===== src/rtl/cmt_pkg.sv =====
package cmt_pkg;

    typedef enum logic [1:0] {
        ST_STOP  = 2'd0,
        ST_COUNT = 2'd1,
        ST_OVER  = 2'd2
    } ch_state_t;

    localparam int BUS_W   = 32;
    localparam int CSR_W   = 16;
    localparam int PRE_W   = 9;
    localparam int CSR_PER = 5;
    localparam int CSR_IE  = 8;

    localparam logic [1:0] SUB_CSR = 2'd0;
    localparam logic [1:0] SUB_CNT = 2'd1;
    localparam logic [1:0] SUB_CMP = 2'd2;

    function automatic int flag_pos(input bit wide);
        return wide ? 15 : 7;
    endfunction

    function automatic int wrap_pos(input bit wide);
        return wide ? 14 : 6;
    endfunction

    // tick select: bit 2 set -> 8 * 4^sel[1:0], clear -> 4^sel[1:0]
    function automatic logic [PRE_W-1:0] div_mask(input logic [2:0] sel);
        int e;
        e = sel[2] ? 3 + 2 * int'(sel[1:0]) : 2 * int'(sel[1:0]);
        return PRE_W'((1 << e) - 1);
    endfunction

endpackage


===== src/rtl/cmt_prescale.sv =====
module cmt_prescale
    import cmt_pkg::*;
(
    input  logic       clk,
    input  logic       rst_n,
    input  logic       run,
    input  logic [2:0] sel,
    output logic       tick
);

    logic [PRE_W-1:0] pcnt;
    logic [PRE_W-1:0] mask;

    assign mask = div_mask(sel);

    always_ff @(posedge clk or negedge rst_n) begin
        if (!rst_n) begin
            pcnt <= '0;
        end else if (!run) begin
            pcnt <= '0;
        end else begin
            pcnt <= pcnt + 1'b1;
        end
    end

    assign tick = run && ((pcnt & mask) == mask);

endmodule


===== src/rtl/cmt_channel.sv =====
module cmt_channel
    import cmt_pkg::*;
#(
    parameter bit WIDE = 1'b0
) (
    input  logic             clk,
    input  logic             rst_n,
    input  logic             run,
    input  logic             tick,
    input  logic             csr_we,
    input  logic             cnt_we,
    input  logic             cmp_we,
    input  logic [BUS_W-1:0] wdata,
    output logic [2:0]       sel_o,
    output logic [CSR_W-1:0] csr_rd,
    output logic [BUS_W-1:0] cnt_rd,
    output logic [BUS_W-1:0] cmp_rd,
    output logic             irq,
    output ch_state_t        state_o
);

    localparam int CNT_W  = WIDE ? 32 : 16;
    localparam int FLAG_B = flag_pos(WIDE);
    localparam int WRAP_B = wrap_pos(WIDE);

    ch_state_t        state_q, state_d;
    logic [CNT_W-1:0] cnt_q, cnt_d;
    logic [CNT_W-1:0] cmp_q, cmp_d;
    logic [2:0]       sel_q;
    logic             per_q, ie_q;
    logic             match_q, match_d;
    logic             wrap_q, wrap_d;
    logic             hit, restart, roll, above;
    logic             unused_wdata;

    assign unused_wdata = ^wdata;

    // count events
    always_comb begin
        hit     = tick && (state_q != ST_OVER) && (cnt_q == cmp_q);
        restart = hit && per_q;
        roll    = tick && (cnt_q == {CNT_W{1'b1}}) && !restart;

        if (!run) begin
            cnt_d = cnt_we ? wdata[CNT_W-1:0] : cnt_q;
        end else if (tick) begin
            cnt_d = restart ? '0 : cnt_q + 1'b1;
        end else begin
            cnt_d = cnt_q;
        end

        cmp_d   = cmp_we ? wdata[CNT_W-1:0] : cmp_q;
        above   = cnt_d > cmp_d;
        match_d = hit  || (match_q && !(csr_we && !wdata[FLAG_B]));
        wrap_d  = roll || (wrap_q  && !(csr_we && !wdata[WRAP_B]));
    end

    // next state
    always_comb begin
        state_d = state_q;
        unique case (state_q)
            ST_STOP: begin
                if (run) state_d = above ? ST_OVER : ST_COUNT;
            end
            ST_COUNT: begin
                if (!run)       state_d = ST_STOP;
                else if (above) state_d = ST_OVER;
            end
            ST_OVER: begin
                if (!run)        state_d = ST_STOP;
                else if (!above) state_d = ST_COUNT;
            end
            default: state_d = ST_STOP;
        endcase
    end

    // state register
    always_ff @(posedge clk or negedge rst_n) begin
        if (!rst_n) state_q <= ST_STOP;
        else        state_q <= state_d;
    end

    // datapath registers
    always_ff @(posedge clk or negedge rst_n) begin
        if (!rst_n) begin
            cnt_q   <= '0;
            cmp_q   <= '1;
            sel_q   <= '0;
            per_q   <= 1'b0;
            ie_q    <= 1'b0;
            match_q <= 1'b0;
            wrap_q  <= 1'b0;
        end else begin
            cnt_q   <= cnt_d;
            cmp_q   <= cmp_d;
            match_q <= match_d;
            wrap_q  <= wrap_d;
            if (csr_we) begin
                sel_q <= wdata[2:0];
                per_q <= wdata[CSR_PER];
                ie_q  <= wdata[CSR_IE];
            end
        end
    end

    // outputs
    always_comb begin
        csr_rd          = '0;
        csr_rd[2:0]     = sel_q;
        csr_rd[CSR_PER] = per_q;
        csr_rd[CSR_IE]  = ie_q;
        csr_rd[FLAG_B]  = match_q;
        csr_rd[WRAP_B]  = wrap_q;
        cnt_rd          = BUS_W'(cnt_q);
        cmp_rd          = BUS_W'(cmp_q);
        irq             = match_q && ie_q;
        sel_o           = sel_q;
        state_o         = state_q;
    end

endmodule


===== src/rtl/cmt_regbus.sv =====
module cmt_regbus
    import cmt_pkg::*;
#(
    parameter int NUM_CH = 2,
    parameter int ADDR_W = 4
) (
    input  logic                         clk,
    input  logic                         rst_n,
    input  logic                         bus_sel,
    input  logic                         bus_we,
    input  logic [ADDR_W-1:0]            bus_addr,
    input  logic [BUS_W-1:0]             bus_wdata,
    input  logic [NUM_CH-1:0][CSR_W-1:0] csr_rd,
    input  logic [NUM_CH-1:0][BUS_W-1:0] cnt_rd,
    input  logic [NUM_CH-1:0][BUS_W-1:0] cmp_rd,
    output logic [BUS_W-1:0]             bus_rdata,
    output logic [NUM_CH-1:0]            run_q,
    output logic [NUM_CH-1:0]            csr_we,
    output logic [NUM_CH-1:0]            cnt_we,
    output logic [NUM_CH-1:0]            cmp_we
);

    localparam int GRP_W = ADDR_W - 2;

    logic [GRP_W-1:0] grp;
    logic [1:0]       sub;
    logic             is_run, wr;
    logic             unused_wdata;

    assign grp          = bus_addr[ADDR_W-1:2];
    assign sub          = bus_addr[1:0];
    assign is_run       = (bus_addr == '0);
    assign wr           = bus_sel && bus_we;
    assign unused_wdata = ^bus_wdata;

    for (genvar i = 0; i < NUM_CH; i++) begin : g_dec
        logic mine;
        assign mine      = (grp == GRP_W'(i + 1));
        assign csr_we[i] = wr && mine && (sub == SUB_CSR);
        assign cnt_we[i] = wr && mine && (sub == SUB_CNT);
        assign cmp_we[i] = wr && mine && (sub == SUB_CMP);
    end

    always_ff @(posedge clk or negedge rst_n) begin
        if (!rst_n)           run_q <= '0;
        else if (wr && is_run) run_q <= bus_wdata[NUM_CH-1:0];
    end

    always_comb begin
        bus_rdata = '0;
        if (bus_sel && !bus_we) begin
            if (is_run) bus_rdata = BUS_W'(run_q);
            for (int i = 0; i < NUM_CH; i++) begin
                if (grp == GRP_W'(i + 1)) begin
                    if (sub == SUB_CSR) bus_rdata = BUS_W'(csr_rd[i]);
                    if (sub == SUB_CNT) bus_rdata = cnt_rd[i];
                    if (sub == SUB_CMP) bus_rdata = cmp_rd[i];
                end
            end
        end
    end

endmodule


===== src/rtl/cmt_timer.sv =====
module cmt_timer
    import cmt_pkg::*;
#(
    parameter int          NUM_CH  = 2,
    parameter logic [31:0] CH_WIDE = 32'h2,
    parameter int          ADDR_W  = $clog2(4 * (NUM_CH + 1))
) (
    input  logic              clk,
    input  logic              rst_n,
    input  logic              bus_sel,
    input  logic              bus_we,
    input  logic [ADDR_W-1:0] bus_addr,
    input  logic [31:0]       bus_wdata,
    output logic [31:0]       bus_rdata,
    output logic [NUM_CH-1:0] irq
);

    logic [NUM_CH-1:0][CSR_W-1:0] csr_rd;
    logic [NUM_CH-1:0][BUS_W-1:0] cnt_rd;
    logic [NUM_CH-1:0][BUS_W-1:0] cmp_rd;
    logic [NUM_CH-1:0]            run_q, csr_we, cnt_we, cmp_we;
    logic [NUM_CH-1:0]            tick, ch_over;
    logic [NUM_CH-1:0][2:0]       ch_sel;
    ch_state_t                    ch_state [NUM_CH];

    cmt_regbus #(
        .NUM_CH (NUM_CH),
        .ADDR_W (ADDR_W)
    ) i_regbus (
        .clk       (clk),
        .rst_n     (rst_n),
        .bus_sel   (bus_sel),
        .bus_we    (bus_we),
        .bus_addr  (bus_addr),
        .bus_wdata (bus_wdata),
        .csr_rd    (csr_rd),
        .cnt_rd    (cnt_rd),
        .cmp_rd    (cmp_rd),
        .bus_rdata (bus_rdata),
        .run_q     (run_q),
        .csr_we    (csr_we),
        .cnt_we    (cnt_we),
        .cmp_we    (cmp_we)
    );

    for (genvar i = 0; i < NUM_CH; i++) begin : g_ch
        cmt_prescale i_pre (
            .clk   (clk),
            .rst_n (rst_n),
            .run   (run_q[i]),
            .sel   (ch_sel[i]),
            .tick  (tick[i])
        );

        cmt_channel #(
            .WIDE (CH_WIDE[i])
        ) i_chan (
            .clk     (clk),
            .rst_n   (rst_n),
            .run     (run_q[i]),
            .tick    (tick[i]),
            .csr_we  (csr_we[i]),
            .cnt_we  (cnt_we[i]),
            .cmp_we  (cmp_we[i]),
            .wdata   (bus_wdata),
            .sel_o   (ch_sel[i]),
            .csr_rd  (csr_rd[i]),
            .cnt_rd  (cnt_rd[i]),
            .cmp_rd  (cmp_rd[i]),
            .irq     (irq[i]),
            .state_o (ch_state[i])
        );

        assign ch_over[i] = (ch_state[i] == ST_OVER);
    end

endmodule


===== config.mk =====
export PLATFORM = sky130hd
export DESIGN_NAME = cmt_timer
export DESIGN_NICKNAME = d
export VERILOG_FILES = /design/src/rtl/cmt_pkg.sv /design/src/rtl/cmt_prescale.sv /design/src/rtl/cmt_channel.sv /design/src/rtl/cmt_regbus.sv /design/src/rtl/cmt_timer.sv
export SDC_FILE = /design/constraint.sdc
export NUM_CORES = 1
export LEC_CHECK = 0
export BUFFER_PORTS_ARGS = -buffer_cell sky130_fd_sc_hd__buf_2
export CAP_MARGIN = 20
export CORE_AREA = 2 2 132 134
export CTS_CLUSTER_DIAMETER = 100
export DETAILED_ROUTE_END_ITERATION = 10
export DIE_AREA = 0 0 134 136
export MAX_ROUTING_LAYER = met4
export PLACE_DENSITY = 0.88
export SETUP_SLACK_MARGIN = 0.02
export SYNTH_ARGS = -nofsm -noshare
export SYNTH_HDL_FRONTEND = slang
export SYNTH_SLANG_ARGS = --single-unit

===== constraint.sdc =====
create_clock -name clk -period 11.9 [get_ports clk]
set_input_delay 0 -clock clk [delete_from_list [all_inputs] [get_ports clk]]
set_output_delay 0 -clock clk [all_outputs]
set_load 0.01 [all_outputs]

---- Yosys cells after proc, flatten, opt, wreduce, memory -nomap -nowiden ----
Index checks and enable logic that the tools add are counted.
storage, ports and cells
  bits of input ports ..................... 40
  memory bits (read-only) ................. 0
  bits in latches ......................... 0
  output and inout port bits .............. 34
  memories ................................ 0
  RAM bits ................................ 0
  flip-flop bits (word level) ............. 134
  word-level logic and storage cells ...... 147
operators by class
  add/subtract/negate cells ............... 8
  $mul .................................... 0
  eq/ne operators ......................... 22
  div/mod/pow operators ................... 0
  bitwise gates (word level) .............. 2
  multiplexer cells ....................... 38
  reductions and logical operators ........ 54
  magnitude comparators ................... 2
  shift-type cells ........................ 2
operator list
  cell                   number
  $mux 32                13
  $mux 16                7
  $shl 1x32->9 const A   2
  $logic_and 1x1->1      33
  $add 32x1->32 const B  1
  $eq 32x32->1           1
  $eq 32x32->1 const B   1
  $gt 32x32->1           1
  $mux 9                 3
  $mux 2                 13
  $add 9x1->9 const B    2
  $and 9x9->9            2
  $eq 9x9->1             2
  $sub 9x2->9 const B    2
  $add 16x1->16 const B  1
  $eq 16x16->1           1
  $eq 16x16->1 const B   1
  $gt 16x16->1           1
  $pmux 2 s3             2
  $logic_not 1->1        11
  $add 2x3->4 const A    2
  $eq 2x1->1 const B     4
  $eq 2x2->1 const B     4
  $ne 2x2->1 const B     4
  6 further kinds        14

---- Longest topological paths before layout ----
  depth in word-level cells ............... 17
  depth in mapped cells ................... 21

---- Hierarchy ----
A second synthesis with hierarchy kept.
second synthesis, totals
  cell total of the unflattened synthesis .. 1,209
  area, all modules ....................... 11,148.2 sq um
by module, submodules not included
  module                         area each (sq um)  instances  cells each  seq. area each (sq um)
  cmt_channel at g_ch[1].i_chan  5,133.7            1          525         1,866.8
  cmt_channel at g_ch[0].i_chan  3,085.5            1          319         1,046.0
  cmt_regbus                     1,637.8            1          221         50.0
  cmt_prescale                   645.6              2          72          225.2

---- Worst setup path after synthesis ----
Ideal clock, no wire load.
  path kind ............................... register to register
  from .................................... register g_ch[1].i_chan.sel_q[0]
  to ...................................... register g_ch[1].i_chan.state_q[1]
  data required time ...................... 11.782 ns
  path slack .............................. 7.576 ns
  arrival time ............................ 4.207 ns
  setup time .............................. 0.118 ns
  period minus slack after synthesis ...... 4.324 ns
  stages on the path, launching flop included .. 22
  path buffers ............................ 2
  cells stage by stage .................... dfrtp_1 > ha_1 > nor3b_1 > nand2_1 > ha_1 > or4b_1 > a21oi_1 > nor3_2 > and4_1 > clkbuf_1 > nand3_1 > nand2_1 > buf_2 > o22ai_1 > ha_1 > a21o_1 > a21o_1 > a211oi_1 > o21a_1 > a21oi_1 > a21boi_0 > nor2b_1
on the way
  cells in the longest elaborated chain, start to end .. 17
  elaborated cells on any way between the ends .. 20
ends and longest elaborated chain
  element                         RTL line            RTL
  start, declared                 cmt_channel.sv:29   logic [2:0] sel_q;
  start signal, assigned          cmt_channel.sv:99   sel_q <= wdata[2:0];
  $add 2x3->4                     cmt_pkg.sv:30       e = sel[2] ? 3 + 2 * int'(sel[1:0]) : 2 * int'(sel[1:0]);
  $mux 32 *                       cmt_pkg.sv:30
  $shl 1x32->9 *                  cmt_pkg.sv:31       return PRE_W'((1 << e) - 1);
  $sub 9x2->9 *                   cmt_pkg.sv:31
  $and 9x9->9                     cmt_prescale.sv:26  assign tick = run && ((pcnt & mask) == mask);
  $eq 9x9->1 *                    cmt_prescale.sv:26
  $logic_and 1x1->1 *             cmt_prescale.sv:26
  $logic_and 1x1->1 (2 in a row)  cmt_channel.sv:40   hit = tick && (state_q != ST_OVER) && (cnt_q == cmp_q);
  $logic_and 1x1->1               cmt_channel.sv:41   restart = hit && per_q;
  $mux 32                         cmt_channel.sv:47   cnt_d = restart ? '0 : cnt_q + 1'b1;
  $mux 32 *                       cmt_channel.sv:46   end else if (tick) begin
  $mux 32 *                       cmt_channel.sv:44   if (!run) begin
  net g_ch[1].i_chan.cnt_d[25]    cmt_channel.sv:27   logic [CNT_W-1:0] cnt_q, cnt_d;
  $gt 32x32->1 *                  cmt_channel.sv:53   above = cnt_d > cmp_d;
  $mux 2 (2 in a row)             cmt_channel.sv:63   if (run) state_d = above ? ST_OVER : ST_COUNT;
  $pmux 2 s3                      cmt_channel.sv:61   unique case (state_q)
  end signal, assigned            cmt_channel.sv:80   else state_q <= state_d;
  end, declared                   cmt_channel.sv:26   ch_state_t state_q, state_d;
The timed path passes the listed nets; every way through them passes the cells marked *. The select of a mux whose other input is x is not followed.
A chain may end at the register's enable or synchronous reset.

---- Worst setup path after layout ----
Same ends and word-level chain as after synthesis.

==> flow_summary.json <==
{
  "critical_path.startpoint_type": "flip-flop",
  "die_h_um": 136,
  "antenna_left": 0,
  "setup_ws_ps": 5440,
  "vias_per_cell": 6.56,
  "synthMuxAreaShare_pct": 11.6,
  "end_kind": "flip-flop",
  "dpl.hpwl_um": 18900,
  "syn_inst": 1048,
  "required_ps": 12260,
  "cts_setup_buffers": 0,
  "period_needed_ps": 6460,
  "synth_nets": 1144,
  "cts_resized": 0,
  "wl_met3_um": 2450,
  "ys_ff_latch": 134,
  "synth_top_area_cell": "dfrtp_1",
  "reg2reg_from": "g_ch[1].i_chan.sel_o[0]$_DFFE_PN0P_",
  "root_buffer": "clkbuf_16",
  "crit_slowest_cell": "and4_1",
  "antenna_found_initial": 0,
  "fp-row-count": 48,
  "wl_met2_um": 13300,
  "htree_num_levels": 4,
  "clk_pin_slew_ps": 60,
  "layout_commonest_cell": "dfrtp_1",
  "wl_met1_um": 11400,
  "highest_layer": "met4",
  "r2r-end": "g_ch[1].i_chan.state_o[1]$_DFFE_PN0P_",
  "leakagePower_nw": 4.62,
  "coreArea_um2": 16900,
  "synth_compound_gate_area_share_pct": 15.2,
  "vias": 8866,
  "pwr_density_cell_nw_per_um2": 199,
  "synth_top_area_share_pct": 21.9,
  "drive_above_1_share_pct": 19.7,
  "p_total_mw": 2.22,
  "synth_top_family_by_area": "simple AND/OR/NAND/NOR gates",
  "grt_pass1_wl_um": 45600,
  "grt_start_max_net_pins": 71,
  "maxCapViolCount": 0,
  "reg2reg_depth": 19,
  "rsz0062_at_grt": "no",
  "maxSlewHeadroom_pct": 32.9,
  "grt_usage_pct": 33.1,
  "synth-edff-count": 0,
  "clkSinkCount": 134,
  "holdBufCountCts": 33,
  "worstSkewPairLatency_ps": 430,
  "ys_warn_count": 0,
  "wl_per_cell_um": 21.2,
  "critPathArrivalTime_ps": 6820,
  "dp_slack_ps": 5700,
  "die_x_um": 134,
  "first_iter_violations": 990,
  "synthXorXnorAreaFrac_pct": 9.29,
  "fin_crit_sh_pct": 54.3,
  "drv_slew": 0,
  "postSynthAreaPerCell_um2": 9.36,
  "setup_viol": 0,
  "async_flop_share_pct": 100,
  "dieArea_um2": 18200,
  "seq_area_frac_synth_pct": 34.8,
  "cp_max_fo": 23,
  "peakVddDrop_uv": 120,
  "outcome": "finished clean",
  "tightest_slew_ps": 1000,
  "ioPinCount": 74,
  "cts_buffer_depth": 2,
  "syn_to_final_growth_pct": 14.0,
  "grt_pass1_vias": 8756,
  "synthAdderAreaFrac_pct": 7.14,
  "wl_um": 28700,
  "timing.fmax_mhz": 155,
  "grt_overflow": 0,
  "cp-endpoint": "g_ch[1].i_chan.state_o[1]$_DFFE_PN0P_",
  "hold_viol_final": 0,
  "fin_skew_ps": 8.89,
  "worst_hold_path_type": "input pin to flip-flop",
  "syn_area_um2": 9810,
  "start_util_pct": 58.1,
  "r2r_setup_slack_ps": 5440,
  "drt_pre_antenna_iters": 6,
  "yosys.area_share.simple_pct": 16.6,
  "cts_tree": "built",
  "yosys-top-cells-area": "dfrtp_1 (22%), dfstp_2 (13%), xor2_1 (7.4%), ha_1 (7.1%), mux2i_1 (6.2%)",
  "nets": 1209,
  "layout_common_cells": "dfrtp_1 (86), xor2_1 (83), buf_2 (72)",
  "drc": 0,
  "fin_setup_tns_ps": 0,
  "cts_buffers": 17,
  "worstPathCellList": "ha_1 -> nor3b_1 -> nand2_1 -> ha_1 -> nor2b_1 -> o221ai_1 -> o2111a_1 -> and4_1 -> nand3_1 -> nand2_1 -> o22ai_1 -> ha_1 -> nand3_1 -> nor3_1 -> nand2_1 -> a2111oi_0 -> nor4_1 -> a21boi_0 -> nor2b_1",
  "port_buffers": 73,
  "path_class": "flip-flop to flip-flop",
  "crit_start": "g_ch[1].i_chan.sel_o[0]$_DFFE_PN0P_",
  "critPathMaxStageDelay_ps": 810,
  "utilization_pct": 66.2,
  "gp_congestion": 0.954,
  "synth_flop_cell": "dfrtp_1",
  "antenna_cells": 0,
  "ys_types": 64
}
area by class of cell:
| class | instances | area, um^2 |
|---|---|---|
| multi-input cells | 786 | 5880 |
| fillers | 1280 | 5700 |
| flip-flops and latches | 134 | 3410 |
| repair buffers | 116 | 777 |
| clock buffers | 19 | 453 |
| well taps | 225 | 282 |
| inverters | 58 | 218 |
| clock inverters | 13 | 155 |
per-stage QoR:
stage	instance area (um^2)	hold slack, ps	cells
6_report	11200	122	1351
5_1_grt	11200	175	1351
4_1_cts	11200	114	1351
3_5_place_dp	10200	39.9	1286
3_3_place_gp	10200	30.4	1286
2_1_floorplan	9810	-296	1048
routing by layer:
| layer | vias up | track usage (%) |
|---|---|---|
| met5 | - | - |
| met4 | 0 | 18.0 |
| met3 | 129 | 6.11 |
| met2 | 501 | 51.6 |
| met1 | 4281 | 40.9 |
| li1 | 3955 | - |
logic make-up (layout without fill, tap and decap cells):
logic type	after synthesis	after routing
and+or+nand+nor	295	295
AOI/OAI and AO/OA	223	223
DFF	134	134
buffers and inverters	128	206
muxes	108	108
xor gates and xnor gates	104	104
adders and majority gates	56	56
report_power, final:
group / total (mW) / switching (mW) / internal (mW)
Combinational: 0.869 / 0.479 / 0.390
Sequential: 0.808 / 0.204 / 0.604
Clock: 0.548 / 0.209 / 0.338
registers in the layout (all words and copies together), names as in the netlist, 4 cells and up:
signal / count
g_ch.i_chan.cmp_rd: 32
g_ch.i_chan.cnt_rd: 32
g_ch.i_pre.pcnt: 18
g_ch.i_chan.cmp_q: 16
g_ch.i_chan.cnt_q: 16
g_ch.i_chan.sel_o: 6
g_ch.i_chan.state_o: 4
cell usage after synthesis, drive strengths merged, types with 7 or more instances:
| cell type | instances |
|---|---|
| dfrtp | 86 |
| xor2 | 83 |
| nor2 | 62 |
| mux2i | 61 |
| inv | 57 |
| ha | 56 |
| dfstp | 48 |
| mux2 | 47 |
| clkbuf | 46 |
| a21oi | 44 |
| nand4 | 41 |
| nand2 | 39 |
| o21ai | 38 |
| o22ai | 32 |
| a22oi | 30 |
| nand3 | 28 |
| buf | 24 |
| nor2b | 23 |
| and3 | 21 |
| nor4 | 21 |
| xnor2 | 21 |
| a211oi | 17 |
| nor3 | 16 |
| a21o | 12 |
| nand2b | 11 |
| and2 | 10 |
| or3 | 8 |
| a32oi | 7 |
worst max-delay path, delay by kind of cell, from the launching register on:
family / cells / cell delay, ps
compound gates: 5 / 1220
flops: 1 / 510
fa+ha+maj: 3 / 1050
simple gates: 11 / 3590
worst min-delay path by stage:
stage	from	end	slack [ps]	cells past startpoint
2_1_floorplan	rst_n	g_ch[0].i_chan.cnt_q[0]$_DFF_PN0_	-300	0
3_3_place_gp	rst_n	g_ch[0].i_chan.cnt_q[14]$_DFF_PN0_	30	1
3_5_place_dp	rst_n	g_ch[0].i_chan.cnt_q[10]$_DFF_PN0_	40	1
4_1_cts	bus_addr[2]	i_regbus.run_q[0]$_DFFE_PN0P_	110	4
5_1_grt	rst_n	g_ch[0].i_chan.cnt_q[10]$_DFF_PN0_	180	2
6_report	bus_addr[2]	i_regbus.run_q[0]$_DFFE_PN0P_	120	4
Power figures use the tool's default switching activity.
